--- src/rtl/mdio_mgmt_pkg.sv ---
package mdio_mgmt_pkg;
  localparam int unsigned REG_W    = 32;
  localparam int unsigned FRAME_W  = 32;
  localparam int unsigned DATA_W   = 16;
  localparam int unsigned START_B  = 30;
  localparam int unsigned RD_B     = 29;
  localparam int unsigned DONE_B   = 8;
  localparam int unsigned PRE_B    = 7;

  // Serial frame, MSB sent first
  function automatic logic [FRAME_W-1:0] build_frame(logic [REG_W-1:0] w, bit legacy);
    logic [4:0] dev, ra;
    if (legacy) begin
      dev = w[26:22];
      ra  = {1'b0, w[21:18]};
    end else begin
      dev = w[27:23];
      ra  = w[22:18];
    end
    return {2'b01, (w[RD_B] ? 2'b10 : 2'b01), dev, ra, 2'b10, w[DATA_W-1:0]};
  endfunction
endpackage

--- src/rtl/mdio_clkdiv.sv ---
module mdio_clkdiv #(
  parameter int unsigned DIV_W = 7
) (
  input  logic             clk_i,
  input  logic             rst_ni,
  input  logic             en_i,
  input  logic [DIV_W-1:0] div_i,
  output logic             mdc_o,
  output logic             rise_o,
  output logic             fall_o
);
  logic [DIV_W-1:0] cnt_q;
  logic             mdc_q;
  logic             wrap;

  assign wrap   = cnt_q >= div_i;
  assign rise_o = en_i && wrap && !mdc_q;
  assign fall_o = en_i && wrap && mdc_q;
  assign mdc_o  = mdc_q;

  always_ff @(posedge clk_i or negedge rst_ni) begin
    if (!rst_ni) begin
      cnt_q <= '0;
      mdc_q <= 1'b0;
    end else if (!en_i) begin
      cnt_q <= '0;
      mdc_q <= 1'b0;
    end else if (wrap) begin
      cnt_q <= '0;
      mdc_q <= ~mdc_q;
    end else begin
      cnt_q <= cnt_q + 1'b1;
    end
  end

  assert_mdc_rise_enabled_R3: assert property (@(posedge clk_i) disable iff (!rst_ni)
    $rose(mdc_q) |-> $past(en_i));
endmodule

--- src/rtl/mdio_frame.sv ---
module mdio_frame
  import mdio_mgmt_pkg::*;
#(
  parameter int unsigned PRE_LEN = 32
) (
  input  logic               clk_i,
  input  logic               rst_ni,
  input  logic               start_i,
  input  logic               pre_en_i,
  input  logic               rd_i,
  input  logic [FRAME_W-1:0] frame_i,
  input  logic               abort_i,
  input  logic               rise_i,
  input  logic               fall_i,
  input  logic               mdio_i,
  output logic               busy_o,
  output logic               done_o,
  output logic               mdio_o,
  output logic               mdio_oe_o,
  output logic [DATA_W-1:0]  rdata_o
);
  localparam int unsigned PW = $clog2(PRE_LEN + 1);
  localparam int unsigned IW = $clog2(FRAME_W);
  localparam logic [IW-1:0] LAST   = IW'(FRAME_W - 1);
  localparam logic [IW-1:0] TA_IDX = IW'(FRAME_W - DATA_W - 2);
  localparam logic [IW-1:0] D_IDX  = IW'(FRAME_W - DATA_W);

  logic               busy_q, rd_q;
  logic [PW-1:0]      pre_q;
  logic [IW-1:0]      idx_q;
  logic [FRAME_W-1:0] sh_q;
  logic [DATA_W-1:0]  rdata_q;
  logic               in_frame;

  assign in_frame  = busy_q && (pre_q == '0);
  assign done_o    = in_frame && fall_i && (idx_q == LAST) && !abort_i;
  assign mdio_o    = !in_frame || sh_q[FRAME_W-1];
  assign mdio_oe_o = busy_q && !(rd_q && in_frame && idx_q >= TA_IDX);
  assign busy_o    = busy_q;
  assign rdata_o   = rdata_q;

  always_ff @(posedge clk_i or negedge rst_ni) begin
    if (!rst_ni) begin
      busy_q  <= 1'b0;
      rd_q    <= 1'b0;
      pre_q   <= '0;
      idx_q   <= '0;
      sh_q    <= '0;
      rdata_q <= '0;
    end else if (abort_i) begin
      busy_q <= 1'b0;
    end else if (start_i && !busy_q) begin
      busy_q <= 1'b1;
      rd_q   <= rd_i;
      pre_q  <= pre_en_i ? PW'(PRE_LEN) : '0;
      idx_q  <= '0;
      sh_q   <= frame_i;
    end else if (busy_q) begin
      if (fall_i) begin
        if (pre_q != '0) pre_q <= pre_q - 1'b1;
        else if (idx_q == LAST) busy_q <= 1'b0;
        else begin
          idx_q <= idx_q + 1'b1;
          sh_q  <= {sh_q[FRAME_W-2:0], 1'b0};
        end
      end
      if (rise_i && rd_q && in_frame && idx_q >= D_IDX)
        rdata_q <= {rdata_q[DATA_W-2:0], mdio_i};
    end
  end

  assert_rdata_on_rise_R5: assert property (@(posedge clk_i) disable iff (!rst_ni)
    !$stable(rdata_q) |-> $past(rise_i));
  assert_end_on_fall_R4: assert property (@(posedge clk_i) disable iff (!rst_ni)
    $fell(busy_q) |-> $past(fall_i || abort_i));
endmodule

--- src/rtl/mdio_mgmt_master.sv ---
module mdio_mgmt_master
  import mdio_mgmt_pkg::*;
#(
  parameter int unsigned DIV_W   = 7,
  parameter int unsigned PRE_LEN = 32,
  parameter bit          LEGACY  = 1'b0
) (
  input  logic             clk_i,
  input  logic             rst_ni,
  input  logic             reg_we_i,
  input  logic             reg_sel_i,
  input  logic [REG_W-1:0] reg_wdata_i,
  output logic [REG_W-1:0] reg_rdata_o,
  output logic             mdc_o,
  output logic             mdio_o,
  output logic             mdio_oe_o,
  input  logic             mdio_i
);
  logic [DIV_W-1:0]  div_q;
  logic              pre_q, done_q;
  logic [REG_W-1:0]  data_q;
  logic              busy, done_pulse, rise, fall, start_acc, abort, div_en;
  logic [DATA_W-1:0] rdata;

  assign start_acc = reg_we_i && reg_sel_i && reg_wdata_i[START_B] && (div_q != '0) && !busy;
  assign abort     = busy && (div_q == '0);
  assign div_en    = busy && (div_q != '0);

  always_ff @(posedge clk_i or negedge rst_ni) begin
    if (!rst_ni) begin
      div_q  <= '0;
      pre_q  <= 1'b0;
      done_q <= 1'b0;
      data_q <= '0;
    end else begin
      if (reg_we_i && !reg_sel_i) begin
        div_q <= reg_wdata_i[DIV_W-1:0];
        pre_q <= reg_wdata_i[PRE_B];
      end
      if (reg_we_i && reg_sel_i && !busy) data_q <= reg_wdata_i;
      else if (done_pulse && data_q[RD_B]) data_q[DATA_W-1:0] <= rdata;
      if (start_acc) done_q <= 1'b0;
      else if (done_pulse) done_q <= 1'b1;
    end
  end

  always_comb begin
    reg_rdata_o = '0;
    if (reg_sel_i) reg_rdata_o = data_q;
    else begin
      reg_rdata_o[DIV_W-1:0] = div_q;
      reg_rdata_o[PRE_B]     = pre_q;
      reg_rdata_o[DONE_B]    = done_q;
    end
  end

  mdio_clkdiv #(.DIV_W(DIV_W)) u_div (
    .clk_i, .rst_ni, .en_i(div_en), .div_i(div_q),
    .mdc_o, .rise_o(rise), .fall_o(fall)
  );

  mdio_frame #(.PRE_LEN(PRE_LEN)) u_frame (
    .clk_i, .rst_ni,
    .start_i(start_acc), .pre_en_i(pre_q), .rd_i(reg_wdata_i[RD_B]),
    .frame_i(build_frame(reg_wdata_i, LEGACY)),
    .abort_i(abort), .rise_i(rise), .fall_i(fall), .mdio_i,
    .busy_o(busy), .done_o(done_pulse), .mdio_o, .mdio_oe_o, .rdata_o(rdata)
  );

  assert_idle_mdc_low_R3: assert property (@(posedge clk_i) disable iff (!rst_ni)
    !busy |-> !mdc_o);
  assert_start_clears_done_R6: assert property (@(posedge clk_i) disable iff (!rst_ni)
    start_acc |=> (!done_q && busy));
  assert_done_at_end_R6: assert property (@(posedge clk_i) disable iff (!rst_ni)
    $rose(done_q) |-> $fell(busy));
  assert_busy_write_ignored_R7: assert property (@(posedge clk_i) disable iff (!rst_ni)
    (reg_we_i && reg_sel_i && busy && !done_pulse) |=> $stable(data_q));
endmodule

--- config.mk ---
export PLATFORM = sky130hd
export DESIGN_NAME = mdio_mgmt_master
export DESIGN_NICKNAME = d
export VERILOG_FILES = /design/src/rtl/mdio_mgmt_pkg.sv /design/src/rtl/mdio_clkdiv.sv /design/src/rtl/mdio_frame.sv /design/src/rtl/mdio_mgmt_master.sv
export SDC_FILE = /design/constraint.sdc
export NUM_CORES = 1
export LEC_CHECK = 0
export BUFFER_PORTS_ARGS = -buffer_cell sky130_fd_sc_hd__buf_2
export CAP_MARGIN = 5
export CORE_ASPECT_RATIO = 1.5
export CORE_UTILIZATION = 62
export CTS_CLUSTER_SIZE = 40
export DETAILED_ROUTE_END_ITERATION = 6
export HOLD_SLACK_MARGIN = 0.08
export PLACE_DENSITY_LB_ADDON = 0.05
export SKIP_CTS_REPAIR_TIMING = 1
export SLEW_MARGIN = 20
export SYNTH_ARGS = -nofsm -noshare
export SYNTH_HDL_FRONTEND = slang
export SYNTH_SLANG_ARGS = --single-unit
--- constraint.sdc ---
create_clock -name clk_i -period 6.59 [get_ports clk_i]
set_clock_uncertainty 0.2 [all_clocks]
set_input_delay 0.659 -clock clk_i [delete_from_list [all_inputs] [get_ports clk_i]]
set_output_delay 0.659 -clock clk_i [all_outputs]
set_load 0.01 [all_outputs]
=== Word level (Yosys, flattened, before mapping) ===
Index checks and enable logic that the tools add are counted.

* Div/mod/pow operators: 0
* Muxes and demuxes: 32
* Equal/unequal tests: 4
* Bitwise gates (word level): 3
* $mul: 0
* Shifts and indexed selects: 0
* Reductions and logical operators: 43
* Order comparisons: 3
* Add/sub/neg operators: 3

{| class="wikitable"
|+ Operator list
! cell !! count
|-
| 2-to-1 mux 32 bit || 5
|-
| 2-to-1 mux 16 bit || 2
|-
| 2-to-1 mux 6 bit || 5
|-
| 2-to-1 mux 5 bit || 5
|-
| logical AND 1 bit || 23
|-
| 2-to-1 mux 23 bit || 1
|-
| 2-to-1 mux 7 bit || 2
|-
| 2-to-1 mux 1 bit || 10
|-
| nonzero test 2 bit || 5
|-
| 2-to-1 mux 9 bit || 1
|-
| AND reduction 4 bit || 2
|-
| adder 7 x 1 -> 7 bit, second input constant || 1
|-
| greater-or-equal comparator 7 bit || 1
|-
| zero test 7 bit || 1
|-
| nonzero test 7 bit || 1
|-
| zero test 1 bit || 6
|-
| zero test 6 bit || 1
|-
| nonzero test 6 bit || 1
|-
| subtractor 6 x 1 -> 6 bit, second input constant || 1
|-
| adder 5 x 1 -> 5 bit, second input constant || 1
|-
| equality test 5 bit, second input constant || 1
|-
| greater-or-equal comparator 5 x 4 -> 1 bit, second input constant || 1
|-
| greater-or-equal comparator 5 bit, second input constant || 1
|-
| AND reduction 5 bit || 1
|-
| 6 further kinds || 9
|}

* RAM bits: 0
* Memories: 0
* Register bits: 110
* Bits in latches: 0
* Memory bits (read-only): 0
* Output and inout bits: 35

=== Longest topological paths before layout ===
* Depth in word-level cells: 10
* Gate-level depth with buffers: 10

=== Modules after synthesis ===
Synthesis repeated with hierarchy kept, for this count alone.

* Cell total of the unflattened synthesis: 458
* Area total of the unflattened synthesis: 5,440.2 um^2

{| class="wikitable"
|+ By module, submodules not included
! module !! cells an instance !! seq. area each (um^2) !! area an instance (um^2) !! instances
|-
| mdio_frame || 229 || 1,526.5 || 2,836.5 || 1
|-
| mdio_mgmt_master || 173 || 1,026.0 || 2,064.5 || 1
|-
| mdio_clkdiv || 56 || 200.2 || 539.3 || 1
|}

=== Worst setup path before layout ===
No wires, ideal clock.

* Path kind: register -> register
* Start point: register u_div.cnt_q[2]
* End point: register u_frame.rdata_q[0] (netlist: u_frame.rdata_o[0])
* Arrival time: 2.118 ns
* Data required time: 6.265 ns
* Path buffers: 1
* Cell stages (with the launch flop): 8
* Clock period less this slack: 2.442 ns
* Setup slack: 4.148 ns
* Setup time: 0.125 ns
* Cell sequence: dfrtp_1 ha_1 nand2_1 o21ai_2 a41oi_2 nor4_4 buf_4 mux2_2

* Word-level cells in the longest chain between the ends: 7

{| class="wikitable"
|+ RTL lines
! item !! RTL line !! RTL
|-
| start, declared || mdio_clkdiv.sv:12 || <nowiki>logic [DIV_W-1:0] cnt_q;</nowiki>
|-
| start signal, assigned || mdio_clkdiv.sv:32 || <nowiki>cnt_q <= cnt_q + 1'b1;</nowiki>
|-
| greater-or-equal comparator 7 bit || mdio_clkdiv.sv:16 || <nowiki>assign wrap = cnt_q >= div_i;</nowiki>
|-
| logical AND 1 bit (2 in series) || mdio_clkdiv.sv:17 || <nowiki>assign rise_o = en_i && wrap && !mdc_q;</nowiki>
|-
| logical AND 1 bit (3 in series) || mdio_frame.sv:67 || <nowiki>if (rise_i && rd_q && in_frame && idx_q >= D_IDX)</nowiki>
|-
| AND reduction 4 bit (no line) || -- ||
|-
| end signal, assigned || mdio_frame.sv:68 || <nowiki>rdata_q <= {rdata_q[DATA_W-2:0], mdio_i};</nowiki>
|-
| end, declared || mdio_frame.sv:32 || <nowiki>logic [DATA_W-1:0] rdata_q;</nowiki>
|}

Every way passes these cells.
A chain may end at the register's enable or synchronous reset.

=== Worst setup path in the final report ===
* Start point: register div_q[6]
* End point: register u_frame.rdata_q[1] (netlist: u_frame.rdata_o[1])

* Word-level cells in the longest chain between the ends: 8
* Elaborated cells on any way between the ends: 16

{| class="wikitable"
|+ RTL lines
! item !! RTL line !! RTL
|-
| start, declared || mdio_mgmt_master.sv:19 || <nowiki>logic [DIV_W-1:0] div_q;</nowiki>
|-
| start signal, assigned || mdio_mgmt_master.sv:37 || <nowiki>div_q <= reg_wdata_i[DIV_W-1:0];</nowiki>
|-
| parallel branches: the longest is 7 deep, another holds greater-or-equal comparator 7 bit || -- ||
|-
| AND reduction 4 bit (no line) (*) || -- ||
|}

Mark *: on every way between the ends.

==> impl_metrics.toml <==
[global_routing]
global_route_wire_length_before_repair_mm = 22.1
grt_pass1_vias = 4533
antenna_found_initial = 0
gr-total-overflow = 0
grt_usage = 0.301
largest_net_degree_at_the_start_of_global_routing = 71

[final_layout]
final_cell_area_um2 = 6160
antenna_cells_inserted = 0
nets_finish = 672
area.growth.synth_to_final_pct = 10.9
drive_gt1_frac = 0.212
layout.filler_cells = 689
finish.utilization = 0.720

[synthesis]
synth_seq_area_share = 0.495
asyncSetResetFlopFracSynth = 1.00
synthesis.area_um2 = 5560
yosys_register_bits = 110
yosysWarningCount = 0
synth.net_count = 630
post-synth-top-count-cell = "sky130_fd_sc_hd__dfrtp_1"
synth_common_cells = "sky130_fd_sc_hd__dfrtp_1, sky130_fd_sc_hd__nand2_1, sky130_fd_sc_hd__o21ai_0"
synth_edf_count = 0
yosys-top-cells-area = "sky130_fd_sc_hd__dfrtp_1, sky130_fd_sc_hd__a41oi_1, sky130_fd_sc_hd__o21ai_0"
synthDominantCellAreaShare = 0.495
synth_cell_type_count = 49
syn_inst = 582
syn_area_per_cell_um2 = 9.55
synth-main-ff-cell = "sky130_fd_sc_hd__dfrtp_1"
synth_top_area_cell = "sky130_fd_sc_hd__dfrtp_1"

[die]
rows = 41
initial_utilization = 0.649
core_area_um2 = 8570
floorplan.die.height_um = 118
die_extent_in_x_um = 79.3
die_area_um2 = 9350
ios = 72

[power_and_ir_drop]
clock_power_share = 0.212
p_int_mw = 1.46
p_comb_frac = 0.314
power_mw = 2.29
p_sw_frac = 0.362
leakagePower_nw = 2.73
switching_power_mw = 0.831
power.density_cell_area_nw_per_um2 = 372
power.sequential.fraction = 0.473
vdd.ir_drop.worst_mv = 0.251

[clock_network]
cts_max_path_buffers = 2
tritoncts_clock_tree = "built"
cts_buffers = 9
cts_root_buf = "sky130_fd_sc_hd__clkbuf_16"
clock_tree.htree_level_count = 3
clock_latency_ps = 350
clkSlewWorstSetupHoldPaths_ps = 70
cts_sinks = 110

[sta]
slew_violations = 0
setup_viol = 0
max_freq_mhz = 302
rsz_0062_raised_after_global_routing = "no"
hold_viol_final = 0
final_sum_of_negative_setup_slack_ps = 0
timing.final.crit_share = 0.503
slew_headroom = 0.303
worst_pin_slew_ps = 1040
finalWorstPathRequiredPeriod_ps = 3310

[critical_path]
worst_path_largest_cell_delay_ps = 970
setup.worst_path.start_class = "flop"
setup.worst_path.class = "flop to flop"
critPathArrivalTime_ps = 3340
critical_path.cell_chain = "inv_1, ha_1, and2_1, a221o_1, a41oi_4, buf_4, nor4_4, mux2_2"
critPathSlowestCell = "sky130_fd_sc_hd__nor4_4"
kind_of_capture_point_of_the_worst_setup_path = "flop"
cp_data_required_time_ps = 6620
critical_path_peak_fanout = 70
path_buf_inv = 2
critical_path.top_delay_family = "simple AND/OR/NAND/NOR gates"

[hold_path]
worstHoldPathType = "input pin to asynchronous set/reset pin"

[routing]
detailedRoute.firstIterationViolations = 373
routedWlPerCell_um = 17.6
wirelength_mm = 12.9
num_vias = 4583
viasPerCell = 6.24
route.detailed.drc = 0
drt_first_pass_iters = 7
ant_nets = 0

[placed_design]
place_hpwl_mm = 8.26
globalplace.congestion = 0.819
place.port_buffers = 71
detailed_place.area_um2 = 5910

[run_status]
status = "completed"

[job]
drv_cap = 0
[flip-flops by register name (all words and copies together) (netlist names), 5 cells and up]
| signal | flops |
|---|---|
| u_frame.sh_q | 32 |
| u_frame.rdata_o | 16 |
| u_frame.idx_q | 5 |
| div_q | 7 |
| data_q | 32 |
| u_div.cnt_q | 7 |
| u_frame.pre_q | 6 |
[routing by layer]
layer | share of wire | global-route usage | up-vias
li1 | - | - | 2154
met2 | 0.50 | 0.489 | 140
met1 | 0.43 | 0.404 | 2266
met5 | 0 | 0 | -
met3 | 0.042 | 0.0504 | 23
met4 | 0.022 | 0.107 | 0
[final timing paths]
kind	start	end	slack [ps]	cells after the start
setup / recovery	div_q[6]$_DFFE_PN0P_	u_frame.rdata_o[1]$_DFFE_PN0P_	3280	8
hold / removal	rst_ni	u_frame.pre_q[3]$_DFFE_PN0P_	90	1
setup reg to reg	div_q[6]$_DFFE_PN0P_	u_frame.rdata_o[1]$_DFFE_PN0P_	3280	8
min in group clk_i	data_q[31]$_DFFE_PN0P_	data_q[31]$_DFFE_PN0P_	270	2
max in group asynchronous	rst_ni	u_frame.rdata_o[0]$_DFFE_PN0P_	4840	2
hold reg to reg	data_q[31]$_DFFE_PN0P_	data_q[31]$_DFFE_PN0P_	270	2
[area by class of cell]
cell class	instances	area [um^2]	area share
clock inverter	4	25.0	0.00406
multi-input combinational	414	2570	0.417
timing repair buffer	78	410	0.0666
clock buffer	11	233	0.0378
inverter	11	41.3	0.00670
sequential	110	2750	0.447
tap	107	134	0.0217
[logic make-up after synthesis]
kind of cell	count (synthesis)	share of synthesized area
flops	110	0.495
simple gates	199	0.177
xor+xnor	6	0.00946
buf+inv	58	0.0455
compound gates	169	0.190
fa+ha+maj	11	0.0248
mux	29	0.0583
[power groups by stage]
| stage | clock, mW | sequential, mW | combinational [mW] |
|---|---|---|---|
| after CTS | 0.496 | 1.08 | 0.723 |
| after global placement | 0 | 1.08 | 0.690 |
| after detailed placement | 0 | 1.09 | 0.718 |
| after floorplan | 0 | 1.04 | 0.533 |
| final | 0.487 | 1.09 | 0.721 |
| after global routing | 0.528 | 1.12 | 0.817 |
[through the flow]
| step | std cells | setup WS, ps | hold WS [ps] |
|---|---|---|---|
| floorplan | 582 | 4150 | 163 |
| global route | 735 | 3160 | 139 |
| finish | 735 | 3280 | 92.4 |
| CTS | 735 | 3170 | 109 |
| global placement | 720 | 2900 | 249 |
| detailed placement | 720 | 2830 | 255 |
[placed cells by master, fill, tap and decap left out, drive strengths merged, types with 3 or more instances in the layout]
cell type | netlist | layout
nor4 | 3 | 3
or4 | 3 | 3
xnor2 | 4 | 4
or3 | 6 | 6
a21oi | 49 | 49
buf | 20 | 78
inv | 11 | 11
mux2 | 27 | 27
and3 | 4 | 4
dfrtp | 110 | 110
and2 | 24 | 24
o21ai | 64 | 64
ha | 11 | 11
nand4 | 6 | 6
nand3 | 13 | 13
or2 | 3 | 3
clkbuf | 27 | 11
a41oi | 40 | 40
nor2 | 57 | 57
nor3 | 3 | 3
a31oi | 7 | 7
nand2 | 67 | 67
No activity file was read; power rests on OpenSTA's default activity.
